## src/rtl/tta_pkg.sv

```systemverilog
package tta_pkg;

  localparam int PID_W  = 5;
  localparam int MOVE_W = 2 * PID_W;

  localparam logic [PID_W-1:0] P_ADD_OP  = 5'd8;
  localparam logic [PID_W-1:0] P_ADD_TRG = 5'd9;
  localparam logic [PID_W-1:0] P_ADD_RES = 5'd10;
  localparam logic [PID_W-1:0] P_MUL_OP  = 5'd12;
  localparam logic [PID_W-1:0] P_MUL_TRG = 5'd13;
  localparam logic [PID_W-1:0] P_MUL_RES = 5'd14;
  localparam logic [PID_W-1:0] P_IO_IN   = 5'd16;
  localparam logic [PID_W-1:0] P_IO_OUT  = 5'd17;
  localparam logic [PID_W-1:0] P_NOWHERE = 5'd20;
  localparam logic [PID_W-1:0] P_VOID    = 5'd25;
  localparam logic [PID_W-1:0] P_HALT    = 5'd31;

  typedef struct packed {
    logic [PID_W-1:0] src;
    logic [PID_W-1:0] dst;
  } move_t;

  typedef enum logic {FU_ADD, FU_MUL} fu_kind_e;

  function automatic logic [MOVE_W-1:0] mv(logic [PID_W-1:0] s, logic [PID_W-1:0] d);
    return {s, d};
  endfunction

  localparam int DEMO_LEN = 21;

  // entry 0 is the least significant slice
  localparam logic [DEMO_LEN*MOVE_W-1:0] DEMO_PROG = {
    mv(P_HALT,    P_HALT),     // 20
    mv(P_ADD_OP,  P_IO_OUT),   // 19 input-only source -> 0
    mv(5'd3,      P_IO_OUT),   // 18 r3 -> out (0)
    mv(P_NOWHERE, 5'd3),       // 17 unmapped source -> r3
    mv(5'd1,      P_IO_OUT),   // 16 r1 -> out (b)
    mv(P_ADD_RES, P_IO_OUT),   // 15 add result -> out (c+b*b)
    mv(5'd0,      P_VOID),     // 14 ignored
    mv(5'd0,      P_ADD_RES),  // 13 ignored
    mv(P_MUL_RES, P_IO_OUT),   // 12 (c+b*b)*a -> out
    mv(5'd0,      P_MUL_TRG),  // 11
    mv(P_ADD_RES, P_MUL_OP),   // 10 direct
    mv(P_MUL_RES, P_ADD_TRG),  // 9 direct
    mv(P_IO_IN,   P_ADD_OP),   // 8 c
    mv(P_ADD_RES, P_IO_OUT),   // 7 a+b*b -> out
    mv(5'd2,      P_ADD_TRG),  // 6
    mv(5'd0,      P_ADD_OP),   // 5
    mv(P_MUL_RES, 5'd2),       // 4
    mv(5'd1,      P_MUL_TRG),  // 3
    mv(5'd1,      P_MUL_OP),   // 2
    mv(P_IO_IN,   5'd1),       // 1 b
    mv(P_IO_IN,   5'd0)        // 0 a
  };

endpackage

```

## src/rtl/tta_rst_sync.sv

```systemverilog
module tta_rst_sync (
  input  logic clk,
  input  logic rst_n,
  output logic rst_n_sync
);
  logic stage_q;

  always_ff @(posedge clk or negedge rst_n) begin
    if (!rst_n) begin
      stage_q    <= 1'b0;
      rst_n_sync <= 1'b0;
    end else begin
      stage_q    <= 1'b1;
      rst_n_sync <= stage_q;
    end
  end
endmodule

```

## src/rtl/tta_fetch.sv

```systemverilog
module tta_fetch
  import tta_pkg::*;
#(
  parameter int DEPTH = DEMO_LEN,
  parameter logic [DEPTH*MOVE_W-1:0] PROG = DEMO_PROG
) (
  input  logic  clk,
  input  logic  rst_n,
  input  logic  advance,
  output move_t cur,
  output logic  halted
);
  localparam int PC_W  = $clog2(DEPTH + 1);
  localparam int ROM_N = 1 << PC_W;
  localparam logic [MOVE_W-1:0] HALT_MV = {P_HALT, P_HALT};

  logic [MOVE_W-1:0] rom [ROM_N];
  logic [PC_W-1:0]   pc_q;
  logic [PC_W-1:0]   pc_d;

  for (genvar i = 0; i < ROM_N; i++) begin : g_rom
    if (i < DEPTH) begin : g_used
      assign rom[i] = PROG[i*MOVE_W +: MOVE_W];
    end else begin : g_pad
      assign rom[i] = HALT_MV;
    end
  end

  assign cur    = move_t'(rom[pc_q]);
  assign halted = (rom[pc_q] == HALT_MV);

  always_comb begin
    pc_d = pc_q;
    if (advance && !halted) pc_d = pc_q + 1'b1;
  end

  always_ff @(posedge clk or negedge rst_n) begin
    if (!rst_n) pc_q <= '0;
    else        pc_q <= pc_d;
  end


  halt_hold_chk: assert property (@(posedge clk) disable iff (!rst_n)
    halted |=> halted) else $error("halt left");


  pc_step_chk: assert property (@(posedge clk) disable iff (!rst_n)
    advance |=> (pc_q != $past(pc_q))) else $error("pc did not step");
endmodule

```

## src/rtl/tta_fu.sv

```systemverilog
module tta_fu
  import tta_pkg::*;
#(
  parameter int       DATA_W = 16,
  parameter fu_kind_e KIND   = FU_ADD
) (
  input  logic              clk,
  input  logic              rst_n,
  input  logic              op_we,
  input  logic              trg_we,
  input  logic [DATA_W-1:0] wdata,
  output logic [DATA_W-1:0] res
);
  logic [DATA_W-1:0] op_q, op_d;
  logic [DATA_W-1:0] res_q, res_d;
  logic [DATA_W-1:0] calc;

  if (KIND == FU_MUL) begin : g_mul
    assign calc = op_q * wdata;
  end else begin : g_add
    assign calc = op_q + wdata;
  end

  always_comb begin
    op_d  = op_q;
    res_d = res_q;
    if (op_we)  op_d  = wdata;
    if (trg_we) res_d = calc;
  end

  always_ff @(posedge clk or negedge rst_n) begin
    if (!rst_n) begin
      op_q  <= '0;
      res_q <= '0;
    end else begin
      op_q  <= op_d;
      res_q <= res_d;
    end
  end

  assign res = res_q;


  res_hold_chk: assert property (@(posedge clk) disable iff (!rst_n)
    !trg_we |=> $stable(res)) else $error("result moved without trigger");
endmodule

```

## src/rtl/tta_regfile.sv

```systemverilog
module tta_regfile #(
  parameter int DATA_W = 16,
  parameter int DEPTH  = 8,
  localparam int AW    = $clog2(DEPTH)
) (
  input  logic              clk,
  input  logic              rst_n,
  input  logic              we,
  input  logic [AW-1:0]     waddr,
  input  logic [DATA_W-1:0] wdata,
  input  logic [AW-1:0]     raddr,
  output logic [DATA_W-1:0] rdata
);
  logic [DATA_W-1:0] word_q [DEPTH];

  for (genvar i = 0; i < DEPTH; i++) begin : g_word
    logic hit;
    assign hit = we && (waddr == AW'(i));
    always_ff @(posedge clk or negedge rst_n) begin
      if (!rst_n)   word_q[i] <= '0;
      else if (hit) word_q[i] <= wdata;
    end
  end

  assign rdata = word_q[raddr];
endmodule

```

## src/rtl/tta_core.sv

```systemverilog
module tta_core
  import tta_pkg::*;
#(
  parameter int DATA_W   = 16,
  parameter int RF_DEPTH = 8,
  parameter int PROG_LEN = DEMO_LEN,
  parameter logic [PROG_LEN*MOVE_W-1:0] PROG = DEMO_PROG
) (
  input  logic              clk,
  input  logic              rst_n,
  input  logic [DATA_W-1:0] in_data,
  input  logic              in_valid,
  output logic              in_ready,
  output logic [DATA_W-1:0] out_data,
  output logic              out_valid,
  input  logic              out_ready,
  output logic              halted
);
  localparam int RF_AW = $clog2(RF_DEPTH);
  localparam logic [PID_W-1:0] RF_TOP = PID_W'(RF_DEPTH);

  logic              live_n;
  move_t             cur;
  logic              at_halt;
  logic              active, need_in, need_out, in_ok, out_ok, advance;
  logic [DATA_W-1:0] bus;
  logic [DATA_W-1:0] rf_rdata, add_res, mul_res;
  logic              rf_we, add_op_we, add_trg_we, mul_op_we, mul_trg_we;

  tta_rst_sync u_rst (.clk(clk), .rst_n(rst_n), .rst_n_sync(live_n));

  tta_fetch #(.DEPTH(PROG_LEN), .PROG(PROG)) u_fetch (
    .clk(clk), .rst_n(live_n), .advance(advance), .cur(cur), .halted(at_halt)
  );

  // handshake and stall control
  always_comb begin
    active   = live_n && !at_halt;
    need_in  = active && (cur.src == P_IO_IN);
    need_out = active && (cur.dst == P_IO_OUT);
    in_ok    = !need_in  || in_valid;
    out_ok   = !need_out || out_ready;
    advance  = active && in_ok && out_ok;
  end

  assign in_ready  = need_in && out_ok;
  assign out_valid = need_out && in_ok;
  assign halted    = live_n && at_halt;

  // source side of the transport bus
  always_comb begin
    if (cur.src < RF_TOP)          bus = rf_rdata;
    else if (cur.src == P_ADD_RES) bus = add_res;
    else if (cur.src == P_MUL_RES) bus = mul_res;
    else if (cur.src == P_IO_IN)   bus = in_data;
    else                           bus = '0;
  end

  assign out_data = bus;

  // destination side
  always_comb begin
    rf_we      = advance && (cur.dst < RF_TOP);
    add_op_we  = advance && (cur.dst == P_ADD_OP);
    add_trg_we = advance && (cur.dst == P_ADD_TRG);
    mul_op_we  = advance && (cur.dst == P_MUL_OP);
    mul_trg_we = advance && (cur.dst == P_MUL_TRG);
  end

  tta_regfile #(.DATA_W(DATA_W), .DEPTH(RF_DEPTH)) u_rf (
    .clk(clk), .rst_n(live_n), .we(rf_we),
    .waddr(cur.dst[RF_AW-1:0]), .wdata(bus),
    .raddr(cur.src[RF_AW-1:0]), .rdata(rf_rdata)
  );

  tta_fu #(.DATA_W(DATA_W), .KIND(FU_ADD)) u_add (
    .clk(clk), .rst_n(live_n), .op_we(add_op_we), .trg_we(add_trg_we),
    .wdata(bus), .res(add_res)
  );

  tta_fu #(.DATA_W(DATA_W), .KIND(FU_MUL)) u_mul (
    .clk(clk), .rst_n(live_n), .op_we(mul_op_we), .trg_we(mul_trg_we),
    .wdata(bus), .res(mul_res)
  );


  in_stall_chk: assert property (@(posedge clk) disable iff (!live_n)
    (in_ready && !in_valid) |=> in_ready) else $error("input stall dropped");


  out_hold_chk: assert property (@(posedge clk) disable iff (!live_n)
    (out_valid && !out_ready) |=> (out_valid && $stable(out_data)))
    else $error("output word not held");
endmodule

```

## config.mk

```make
export PLATFORM = sky130hd
export DESIGN_NAME = tta_core
export DESIGN_NICKNAME = d
export VERILOG_FILES = /design/src/rtl/tta_pkg.sv /design/src/rtl/tta_rst_sync.sv /design/src/rtl/tta_fetch.sv /design/src/rtl/tta_fu.sv /design/src/rtl/tta_regfile.sv /design/src/rtl/tta_core.sv
export SDC_FILE = /design/constraint.sdc
export NUM_CORES = 1
export LEC_CHECK = 0
export BUFFER_PORTS_ARGS = -buffer_cell sky130_fd_sc_hd__buf_4
export CAP_MARGIN = 20
export CELL_PAD_IN_SITES_DETAIL_PLACEMENT = 0
export CELL_PAD_IN_SITES_GLOBAL_PLACEMENT = 1
export CORE_ASPECT_RATIO = 1.25
export CORE_MARGIN = 3
export CORE_UTILIZATION = 50
export DETAILED_ROUTE_END_ITERATION = 10
export GPL_TIMING_DRIVEN = 0
export HOLD_SLACK_MARGIN = 0.12
export PLACE_DENSITY = 0.92
export SLEW_MARGIN = 40
export SYNTH_ARGS = -nofsm -noshare
export SYNTH_HDL_FRONTEND = slang
export SYNTH_SLANG_ARGS = --single-unit
```

## constraint.sdc

```tcl
create_clock -name clk -period 7 [get_ports clk]
set_clock_uncertainty 0.05 [all_clocks]
set_input_delay 0.35 -clock clk [delete_from_list [all_inputs] [get_ports clk]]
set_output_delay 0.35 -clock clk [all_outputs]
set_load 0.03 [all_outputs]
```

After elaboration in Yosys (flattened, before gate mapping)
Memory sizes are Yosys's and may differ from the RTL's.
Cells that the tools add are included.

storage, ports and cells
  register bits after elaboration = 199
  memory bits (read-only) = 320
  output and inout port bits = 19
  memories = 1

operators by class
  add/subtract/negate cells = 2
  multiply operators = 1
  $lt $le $gt $ge = 4
  equality and inequality tests = 16
  multiplexer cells = 9
  bitwise operators = 2
  reductions and logical operators = 28

memory list
  name             depth  bits a word  rd ports  clocked after Yosys merged registers in  write ports  line             text
  (no name shown)  32     10           1         0                                        0            tta_fetch.sv:29  assign cur = move_t'(rom[pc_q]);

operators by type and width
  cell                  number
  $mux 16               6
  $bmux 16 s3           1
  $eq 5x4->1 const B    6
  $logic_and 1x1->1     22
  $mux 10               2
  $add 16x16->16        1
  $mul 16x16->16        1
  $eq 3x3->1 const B    4
  $eq 10x10->1 const B  1
  $eq 5x5->1 const B    2
  $lt 5x4->1 const B    2
  $eq 3x2->1 const B    2
  $ge 6x6->1 const B    1
  $not 5->6             1
  $add 5x1->5 const B   1
  $ge 4x4->1 const B    1
  $not 3->4             1
  $eq 3x1->1 const B    1
  $logic_not 1->1       3
  $logic_not 3->1       1
  $logic_or 1x1->1      2

Logic depth before layout (Yosys ltp)
Gate-level depths: netlist (run 1).

  depth in word-level cells = 14
  depth in mapped cells = 37
  mapped depth without buffers = 32

Hierarchy
A second synthesis (run 1) with hierarchy kept.

unflattened totals
  cell total of the unflattened synthesis = 1236
  area, all modules = 14385.0 µm²

modules (own cells, without submodules)
  module          instances  cells each  area each (µm²)
  tta_regfile     1          336         5930.7
  tta_fu (u_mul)  1          541         5111.2
  tta_fu (u_add)  1          174         1910.6
  tta_core        1          104         729.4
  tta_fetch       1          78          649.4
  tta_rst_sync    1          3           53.8

Worst setup path after synthesis (run 1)
OpenSTA, ideal clock, no wires.

  path type = reg2reg
  from = register u_fetch.pc_q[1]
  to = register u_mul.res_q[15] (netlist: u_mul.res[15])
  library setup time = 0.125 ns
  data arrival time = 8.247 ns
  required time = 6.825 ns
  slack = -1.422 ns
  stages on the path, launching flop included = 31
  clock period less this slack = 8.422 ns
  cell sequence = dfrtp_1 clkbuf_1 inv_1 ha_1 or3b_1 o21a_2 a2111oi_4 buf_4 a221o_1 a21oi_1 a311oi_1 clkbuf_1 clkbuf_1 nand2_1 fa_1 fa_1 inv_1 fa_1 inv_1 fa_1 inv_1 fa_1 inv_1 fa_1 inv_1 ha_1 nor2b_1 o21a_1 o41ai_1 xnor3_1 mux2_2

RTL lines
  element                                                               line                               text
  from (decl)                                                           tta_fetch.sv:18                    logic [PC_W-1:0] pc_q;
  from (signal assigned)                                                tta_fetch.sv:39                    else pc_q <= pc_d;
  $not 5->6 (implied by the code) (*)                                   tta_fetch.sv:29
  $mem_v2 32x10 (*)                                                     n/a
  $mux 10 (implied by the code) (*) (2 in series)                       tta_fetch.sv:29
  $not 3->4 (implied by the code) / $eq 5x5->1 (equally long branches)  tta_regfile.sv:25, tta_core.sv:55
  $bmux 16 s3 / $mux 16 (equally long branches)                         tta_regfile.sv:25, tta_core.sv:55
  $mux 16 (on tied branches)                                            tta_regfile.sv:25, tta_core.sv:54
  $mux 16 (on tied branches)                                            tta_regfile.sv:25, tta_core.sv:53
  $mux 16 (*)                                                           tta_core.sv:52                     if (cur.src < RF_TOP) bus = rf_rdata;
  named net out_data[3]                                                 tta_core.sv:14                     output logic [DATA_W-1:0] out_data,
  $mul 16x16->16 (*)                                                    tta_fu.sv:19                       assign calc = op_q * wdata;
  to (signal assigned)                                                  tta_fu.sv:37                       res_q <= res_d;
  to (decl)                                                             tta_fu.sv:15                       logic [DATA_W-1:0] res_q, res_d;

The timed path passes the listed nets; every way through them passes the cells marked *. The select of a mux whose other input is x is not followed.
A chain may end at the register's enable or synchronous reset.

Final worst setup path (run 1)
  from = register u_fetch.pc_q[1]
  to = register u_mul.res_q[15] (netlist: u_mul.res[15])

between the ends
  cells in the longest elaborated chain, start to end = 13

ends and longest elaborated chain
  element                                                 line
  $not 5->6 (implied by the code) (*)                     tta_fetch.sv:29, tta_fetch.sv:30
  $mem_v2 32x10 (*)                                       n/a
  $mux 10 (implied by the code) (*) (2 in series)         tta_fetch.sv:29
  branches (longest 9 deep; another with $mul 16x16->16)  n/a

Every way passes the cells marked *. The select of a mux whose other input is x is not followed.

==> impl.org, run 1 <==
** STA
- Setup violations remaining at the end of the flow were counted as 6.
- At the pin with the least slew margin, the transition time is about 0.8 ns.
- Worst hold-check slack :: ~0.17 ns
- Setup repair after global routing could not meet its margin everywhere.
- The number of failing hold endpoints at the final stage is 0.
- Slack of the critical path :: -0.963 ns
- Final number of max-transition violations :: 0
- Maximum clock frequency :: 0.126 GHz
- Final period util :: 114%
- Crit path time final :: between 7 and 8 ns
- Headroom to the max-slew limit :: a little under half

** Logic synthesis
- During synthesis, Yosys emitted a total of 0 warnings.
- In the synthesized netlist the dominant register cell turns out to be sky130_fd_sc_hd__dfrtp_1.
- Cell types with the largest area share after synthesis :: sky130_fd_sc_hd__dfrtp_1 (36%), sky130_fd_sc_hd__fa_1 (12%), sky130_fd_sc_hd__mux2_2 (8.5%)
- List of most frequent post-synthesis cells :: sky130_fd_sc_hd__dfrtp_1 (199), sky130_fd_sc_hd__nand2_1 (146), sky130_fd_sc_hd__inv_1 (125)
- The number of different library cells used by synthesis comes to 94.
- Synthesis inferred a little under 200 register bits.
- Synth Cell Area :: 14,000 um2
- Synthesized area divided by synthesized cell count :: about 10 um2
- Counting every instance in the synthesized netlist gives 1,361.
- Top cell type's share of synthesized area :: 35.7%
- Post-synth EDFFs :: 0
- Post-synthesis net count :: around 1,500
- In the synthesized netlist the async set-or-reset flop fraction comes to 100%.
- After synthesis, flip-flops and latches occupy 35.7% of the total area.
- Most area-hungry cell type in the Yosys netlist :: sky130_fd_sc_hd__dfrtp_1
- By instance count, the leading cell after synthesis is sky130_fd_sc_hd__dfrtp_1.

** Routing
- Using the TritonRoute via totals, the vias-per-cell ratio works out to between 5 and 6.
- Routed Wire Length :: slightly above 40,000 um
- The final route contains around 11,000 vias.
- Dividing the detail-routed wire length by the instance count gives roughly 22 um.
- The count of nets left with antenna violations once routing finished came out at 0.
- Detailed-routing iteration count for the pre-antenna-repair pass :: 8
- Drt initial violations :: about 1,000
- DR DRC count :: 0

** Clocking
- Number of buffers inserted during clock tree synthesis :: 17
- Depth of the CTS H-tree :: 4
- Clock root buffer master :: sky130_fd_sc_hd__clkbuf_16
- Clock transition time at the flip-flop clock pins of the worst setup and hold paths :: 0.08 ns
- Clock latency on the worst-skew pair, taken at its later pin, is 0.45 ns.
- TritonCTS clock tree :: yes
- Max Root-Sink Buffers :: 2
- Clock tree synthesis found a total of 199 sinks.

** Floorplan
- Std-Cell Core Area :: approximately 27,000 um2
- The floorplan step defined a die boundary enclosing 30,000 um2.
- From left edge to right edge, the die measures 155 um.
- Die height :: 193 um
- In this run the core area contains 67 standard-cell rows.
- Effective utilization at floorplan :: 51.4%
- I/O pin count :: 39

** Status
- The run finished, with violations left.
- The checks that failed: setup timing.

** Finish
- After filler insertion, the fill cell instance count of the layout stands at around 2,200.
- FF/Latch Area :: ~5000 um2
- The multi-input combinational cells in the finished layout cover a total of about 8400 um2.
- From synthesis to final layout, the design area changed by 19.1%.
- Final core occ :: between 60% and 70%
- Ratio of cells with drive above 1 in the final layout :: between 20% and 30%
- The finished cells cover between 15,000 and 20,000 um2.
- The repair_antennas step left the layout with diodes totalling 0.
- Net count of the finished layout :: 1,662

** Critical path
- By startpoint and endpoint, the worst setup path is classified as reg2reg.
- Data arrival time of the critical path :: a little over 8 ns
- WP data required :: 7.29 ns
- The largest single stage delay on the critical path is ~0.54 ns.
- The worst setup path is launched from a flip-flop.
- Along the worst path, the maximum fanout reaches 6.
- The worst setup path is captured at a flip-flop.
- The slowest stage of the critical path is the sky130_fd_sc_hd__fa_1 cell.

** Placement
- Once placement finished, the instance area stood at between 10,000 and 15,000 um2.
- DP Wirelength :: just under 30,000 um
- GPL Wtd Cong :: approximately 0.95
- Total of buffers placed on input and output ports :: 38

** Min path
- The path class of the tightest hold or removal check is in2async.

** Global routing
- First-pass GRT wire length :: roughly 63,000 um
- Pin count of the biggest net entering global routing :: 45
- The via count of the first global-routing pass came to roughly 11,000.
- In the global route stage, overall resource usage came out at 27.8%.
- Number of antenna violations at the first check in global routing :: 0
- Sum of overflow across all layers after global routing :: 0

** Run
- Number of maximum-capacitance violations :: 0
## worst paths after layout
path / startpoint / end / slack, ns / depth (start not counted)
setup reg to reg: u_fetch.pc_q[1] / u_mul.res[15] / -0.96 / 30
setup / recovery: u_fetch.pc_q[1] / u_mul.res[15] / -0.96 / 30
max in group asynchronous: u_rst.rst_n_sync / u_rf.word_q[115] / 5.74 / 2
hold / removal: rst_n / u_rst.rst_n_sync / 0.17 / 2
hold reg to reg: u_rst.rst_n_sync / u_rf.word_q[20] / 0.27 / 0
min in group clk: u_rst.stage_q / u_rst.rst_n_sync / 0.30 / 0
## metrics by stage
stage | setup slack [ns] | std cells | TNS [ns]
finish | -0.963 | 1848 | -3.00
floorplan | -0.424 | 1361 | -0.527
detailed placement | -1.86 | 1748 | -8.37
CTS | -1.01 | 1830 | -3.05
global placement | -1.70 | 1744 | -10.11
global route | -1.15 | 1848 | -4.07
## cell type report
type / instances / share of cell area (%)
Buffer: 134 / 4.82
Clock inverter: 14 / 1.10
Clock buffer: 18 / 2.64
Tap cell: 345 / 2.60
Timing Repair Buffer: 111 / 5.49
Sequential cell: 199 / 30.0
Inverter: 126 / 2.88
Multi-Input combinational cell: 901 / 50.5
## logic make-up (layout without fill, tap and decap cells)
family	after synthesis	count (layout)	synth area share (%)
AOI/OAI and AO/OA	216	216	11.5
xor gates and xnor gates	49	49	3.67
adders and majority gates	153	153	18.0
buffers and inverters	261	403	7.60
DFF	199	199	35.7
muxes	128	128	10.8
other	1	1	0.0269
and+or+nand+nor	354	354	12.7
## routing by layer
layer / wire length (um) / global-route usage (%)
met3: 2380 / 4.24
met4: 2470 / 16.1
met2: 21100 / 49.6
met1: 15000 / 31.5
met5: 0 / 0
## critical path, delay by kind of cell, from the launching register on
family | cells | cell delay (ns)
muxes | 1 | 0.26
AOI/OAI and AO/OA | 5 | 1.23
adders and majority gates | 7 | 2.88
buffers and inverters | 8 | 0.99
and+or+nand+nor | 2 | 0.45
xor gates and xnor gates | 7 | 1.58
DFF | 1 | 0.39
## registers in the layout (all words and copies together) (netlist names)
| register | count |
|---|---|
| u_fetch.pc_q | 5 |
| u_mul.res | 16 |
| u_add.res | 16 |
| u_rst.rst_n_sync | 1 |
| u_add.op_q | 16 |
| u_rf.word_q | 128 |
| u_mul.op_q | 16 |
| u_rst.stage_q | 1 |
## cells in the final DEF, fill, tap and decap left out, types with 7 or more instances in the layout
cell type and instances:
sky130_fd_sc_hd__a211o_1 9, sky130_fd_sc_hd__inv_1 118, sky130_fd_sc_hd__clkbuf_16 18, sky130_fd_sc_hd__fa_1 76, sky130_fd_sc_hd__inv_6 8, sky130_fd_sc_hd__nor2_2 7, sky130_fd_sc_hd__a31oi_1 7, sky130_fd_sc_hd__buf_4 110
sky130_fd_sc_hd__nor2b_1 18, sky130_fd_sc_hd__nor2_1 31, sky130_fd_sc_hd__a21oi_1 34, sky130_fd_sc_hd__buf_2 12, sky130_fd_sc_hd__clkbuf_8 9, sky130_fd_sc_hd__xnor2_1 36, sky130_fd_sc_hd__clkbuf_1 79, sky130_fd_sc_hd__and2_1 54
sky130_fd_sc_hd__and3_1 15, sky130_fd_sc_hd__nand3_1 27, sky130_fd_sc_hd__a21oi_2 8, sky130_fd_sc_hd__mux2i_1 14, sky130_fd_sc_hd__a32oi_1 7, sky130_fd_sc_hd__nor3_1 9, sky130_fd_sc_hd__ha_1 65, sky130_fd_sc_hd__o21bai_1 11
sky130_fd_sc_hd__buf_6 19, sky130_fd_sc_hd__o21ai_0 33, sky130_fd_sc_hd__mux2_2 104, sky130_fd_sc_hd__dfrtp_1 196, sky130_fd_sc_hd__nand2_1 143, sky130_fd_sc_hd__a221oi_1 10
## what timing repair did
action | 4_1_cts | 5_1_grt
hold buffers | 1 | 0
endpoints found under the setup margin | 9 | 7
resized for setup | 94 | 37
pin swaps | 38 | 26
setup buffers | 50 | 18
hold endpoints to repair | 2 | 0
Power of run 1 is left out: the tool's default activity adds up to more than one toggle a clock period on the data nets, which glitch-free logic cannot reach.
==> run 2, diff against run 1 <==
Settings changed: MAX_ROUTING_LAYER set to met4.
==> impl.org, run 2 (synthesis results as in run 1) <==
** Critical path
- The worst register-to-register path ends at u_mul.res[15].
- Critical setup path kind :: reg2reg
- The worst setup path is captured at a flip-flop.
- Data on the critical path is required at its endpoint by 7.30 ns.
- STA classifies the critical path startpoint as a flip-flop.
- Slowest cell on the critical path :: sky130_fd_sc_hd__fa_1
- By instance count, the cell type seen most on the critical path is sky130_fd_sc_hd__fa_1.
- In this run the worst path has a maximum fanout of 5.
- Grouping stages by cell kind, the critical path spends the most delay in adder cells.
- Reg2Reg Setup Slack :: -1.04 ns
- Measured in cells, the most critical reg-to-reg path has a length of 30.
- Worst flop-to-flop path startpoint :: u_fetch.pc_q[1]
- For this run, the slowest stage of the critical path takes approximately 0.52 ns.
- The critical path contains buffers and inverters numbering 10 combined.
- Data arrives at the worst endpoint at 8.34 ns.

** Routing
- Average detailed-routed wire length per instance :: between 20 and 25 um
- Summed over all nets, wire length on met2 after detailed routing comes to between 20,000 and 25,000 um.
- The detailed router finished its first iteration with ~940 violations.
- Wire length on met3 :: between 2000 and 2500 um
- Detailed-route via count :: between 10,000 and 15,000
- Vias per Instance :: slightly below 6
- After detailed routing, the number of remaining DRC violations is 0.
- Routed metal-1 wirelength :: 15,000 um
- Once detail routing completed, the nets flagged for antenna violations numbered 0.
- The final layout contains routed wiring with a total length of between 40,000 and 50,000 um.
- Detailed-routing iteration count for the pre-antenna-repair pass :: 6
- Highest metal used :: met4

** STA
- The smallest clock period supported by the final layout is computed as around 8.0 ns.
- RSZ-0062 raised after global routing :: yes
- Slack of the critical path :: -1.04 ns
- Final setup violating endpoints :: 6
- Final period util :: 115%
- Based on the critical path, the design can be clocked at up to approximately 0.12 GHz.
- The max-slew violation total from the final report came to 0.
- The number of failing hold endpoints at the final stage was 0.
- Headroom to the max-slew limit :: about 44%
- Total negative slack for setup checks :: -2.93 ns
- Worst slew pin tran :: 0.842 ns

** Clocking
- Clock network latency to the later pin of the worst-skew pair :: between 0.4 and 0.5 ns
- Clock root buffer master :: sky130_fd_sc_hd__clkbuf_16
- TritonCTS clock tree :: yes
- The clock tree synthesis step divided the H-tree into 4 levels.
- Clock transition time at the flip-flop clock pins of the worst setup and hold paths :: ~0.08 ns
- Number of buffers inserted during clock tree synthesis :: 17
- Max Root-Sink Buffers :: 2
- Clock tree synthesis found a total of ~200 sinks.

** Floorplan
- The die covers between 20,000 and 30,000 um2.
- Die height :: 193 um
- Effective utilization at floorplan :: 51.4%
- Std-Cell Core Area :: approximately 27,000 um2
- In this run the horizontal extent of the chip is 155 um.
- Number of core rows :: 67
- I/O pin count :: 39

** Status
- Run status :: complete, but fails checks
- Violated checks :: setup timing

** Finish
- More flip-flops sit in one register than any other, and that register is u_rf.word_q.
- Cells with a size suffix above 1 make up between 20% and 30% of the layout.
- Number of antenna repair diodes :: 0
- In the layout the commonest cells are sky130_fd_sc_hd__dfrtp_1 (196), sky130_fd_sc_hd__nand2_1 (143), sky130_fd_sc_hd__inv_1 (115).
- Largest register FFs :: about 130
- After the last flow step, the layout net total stands at between 1,500 and 2,000.
- Leaving out fill and tap cells, the most frequent cell in the layout is sky130_fd_sc_hd__dfrtp_1.
- Area growth, synth to finish :: 18.3%
- Design Area, Final :: about 17,000 um2
- Cells fill 60.8% of the core in the end.

** Global routing
- For this run, the total global-route usage over all layers was measured as between 20% and 30%.
- Pin count of the biggest net entering global routing :: 45
- Sum of overflow across all layers after global routing :: 0
- The via count of the first global-routing pass is roughly 11,000.
- First-pass GRT wire length :: between 60,000 and 70,000 um
- Number of antenna violations at the first check in global routing :: 1

** Placement
- GPL Wtd Cong :: around 0.95
- DP Wirelength :: 29,800 um
- The placed instances occupy a cell area of around 15,000 um2.
- Port buffering added 38 buffers.

** Min path
- Min-delay worst type :: in2async

** Run
- Across the run, the number of max-cap violations was 0.
-- run 2: how the worst max path moves through the flow --
stage | startpoint | cells after the start | endpoint
floorplan | u_fetch.pc_q[1] | 30 | u_mul.res[15]
global placement | u_fetch.pc_q[0] | 30 | u_mul.res[15]
CTS | u_fetch.pc_q[1] | 30 | u_mul.res[15]
global route | u_fetch.pc_q[1] | 30 | u_mul.res[15]
detailed placement | u_fetch.pc_q[0] | 30 | u_mul.res[15]
finish | u_fetch.pc_q[1] | 30 | u_mul.res[15]
-- run 2: what timing repair did --
action | 4_1_cts | 5_1_grt
endpoints found under the hold margin | 2 | 0
pin swaps | 33 | 17
hold buffers | 1 | 0
cloned | 1 | 0
gates resized for setup | 86 | 42
buffers inserted | 38 | 18
setup endpoints to repair | 10 | 8
-- run 2: routing by layer --
layer  up-vias  global-route usage [%]
met4         0                    16.3
met2       418                    48.8
met5         -                       -
met1      5495                    31.5
met3       135                    4.26
li1       4816                       -
-- run 2: final cells by class --
| type | count | area, um2 |
|---|---|---|
| Clock buffer | 21 | 460 |
| Inverter | 126 | 479 |
| Multi-Input combinational cell | 901 | 8400 |
| Timing Repair Buffer | 102 | 867 |
| Fill cell | 2223 | 10600 |
| Tap cell | 345 | 432 |
| Sequential cell | 199 | 4990 |
| Buffer | 134 | 769 |
| Clock inverter | 11 | 116 |
-- run 2: stage by stage --
step                setup slack [ns]  hold slack, ns  cells
global placement               -1.94          0.0822   1744
global route                   -1.17           0.165   1839
CTS                           -0.882           0.161   1821
floorplan                     -0.424         0.00441   1361
finish                         -1.04           0.171   1839
detailed placement             -1.99          0.0845   1750
Power of run 2 is left out for the same reason.
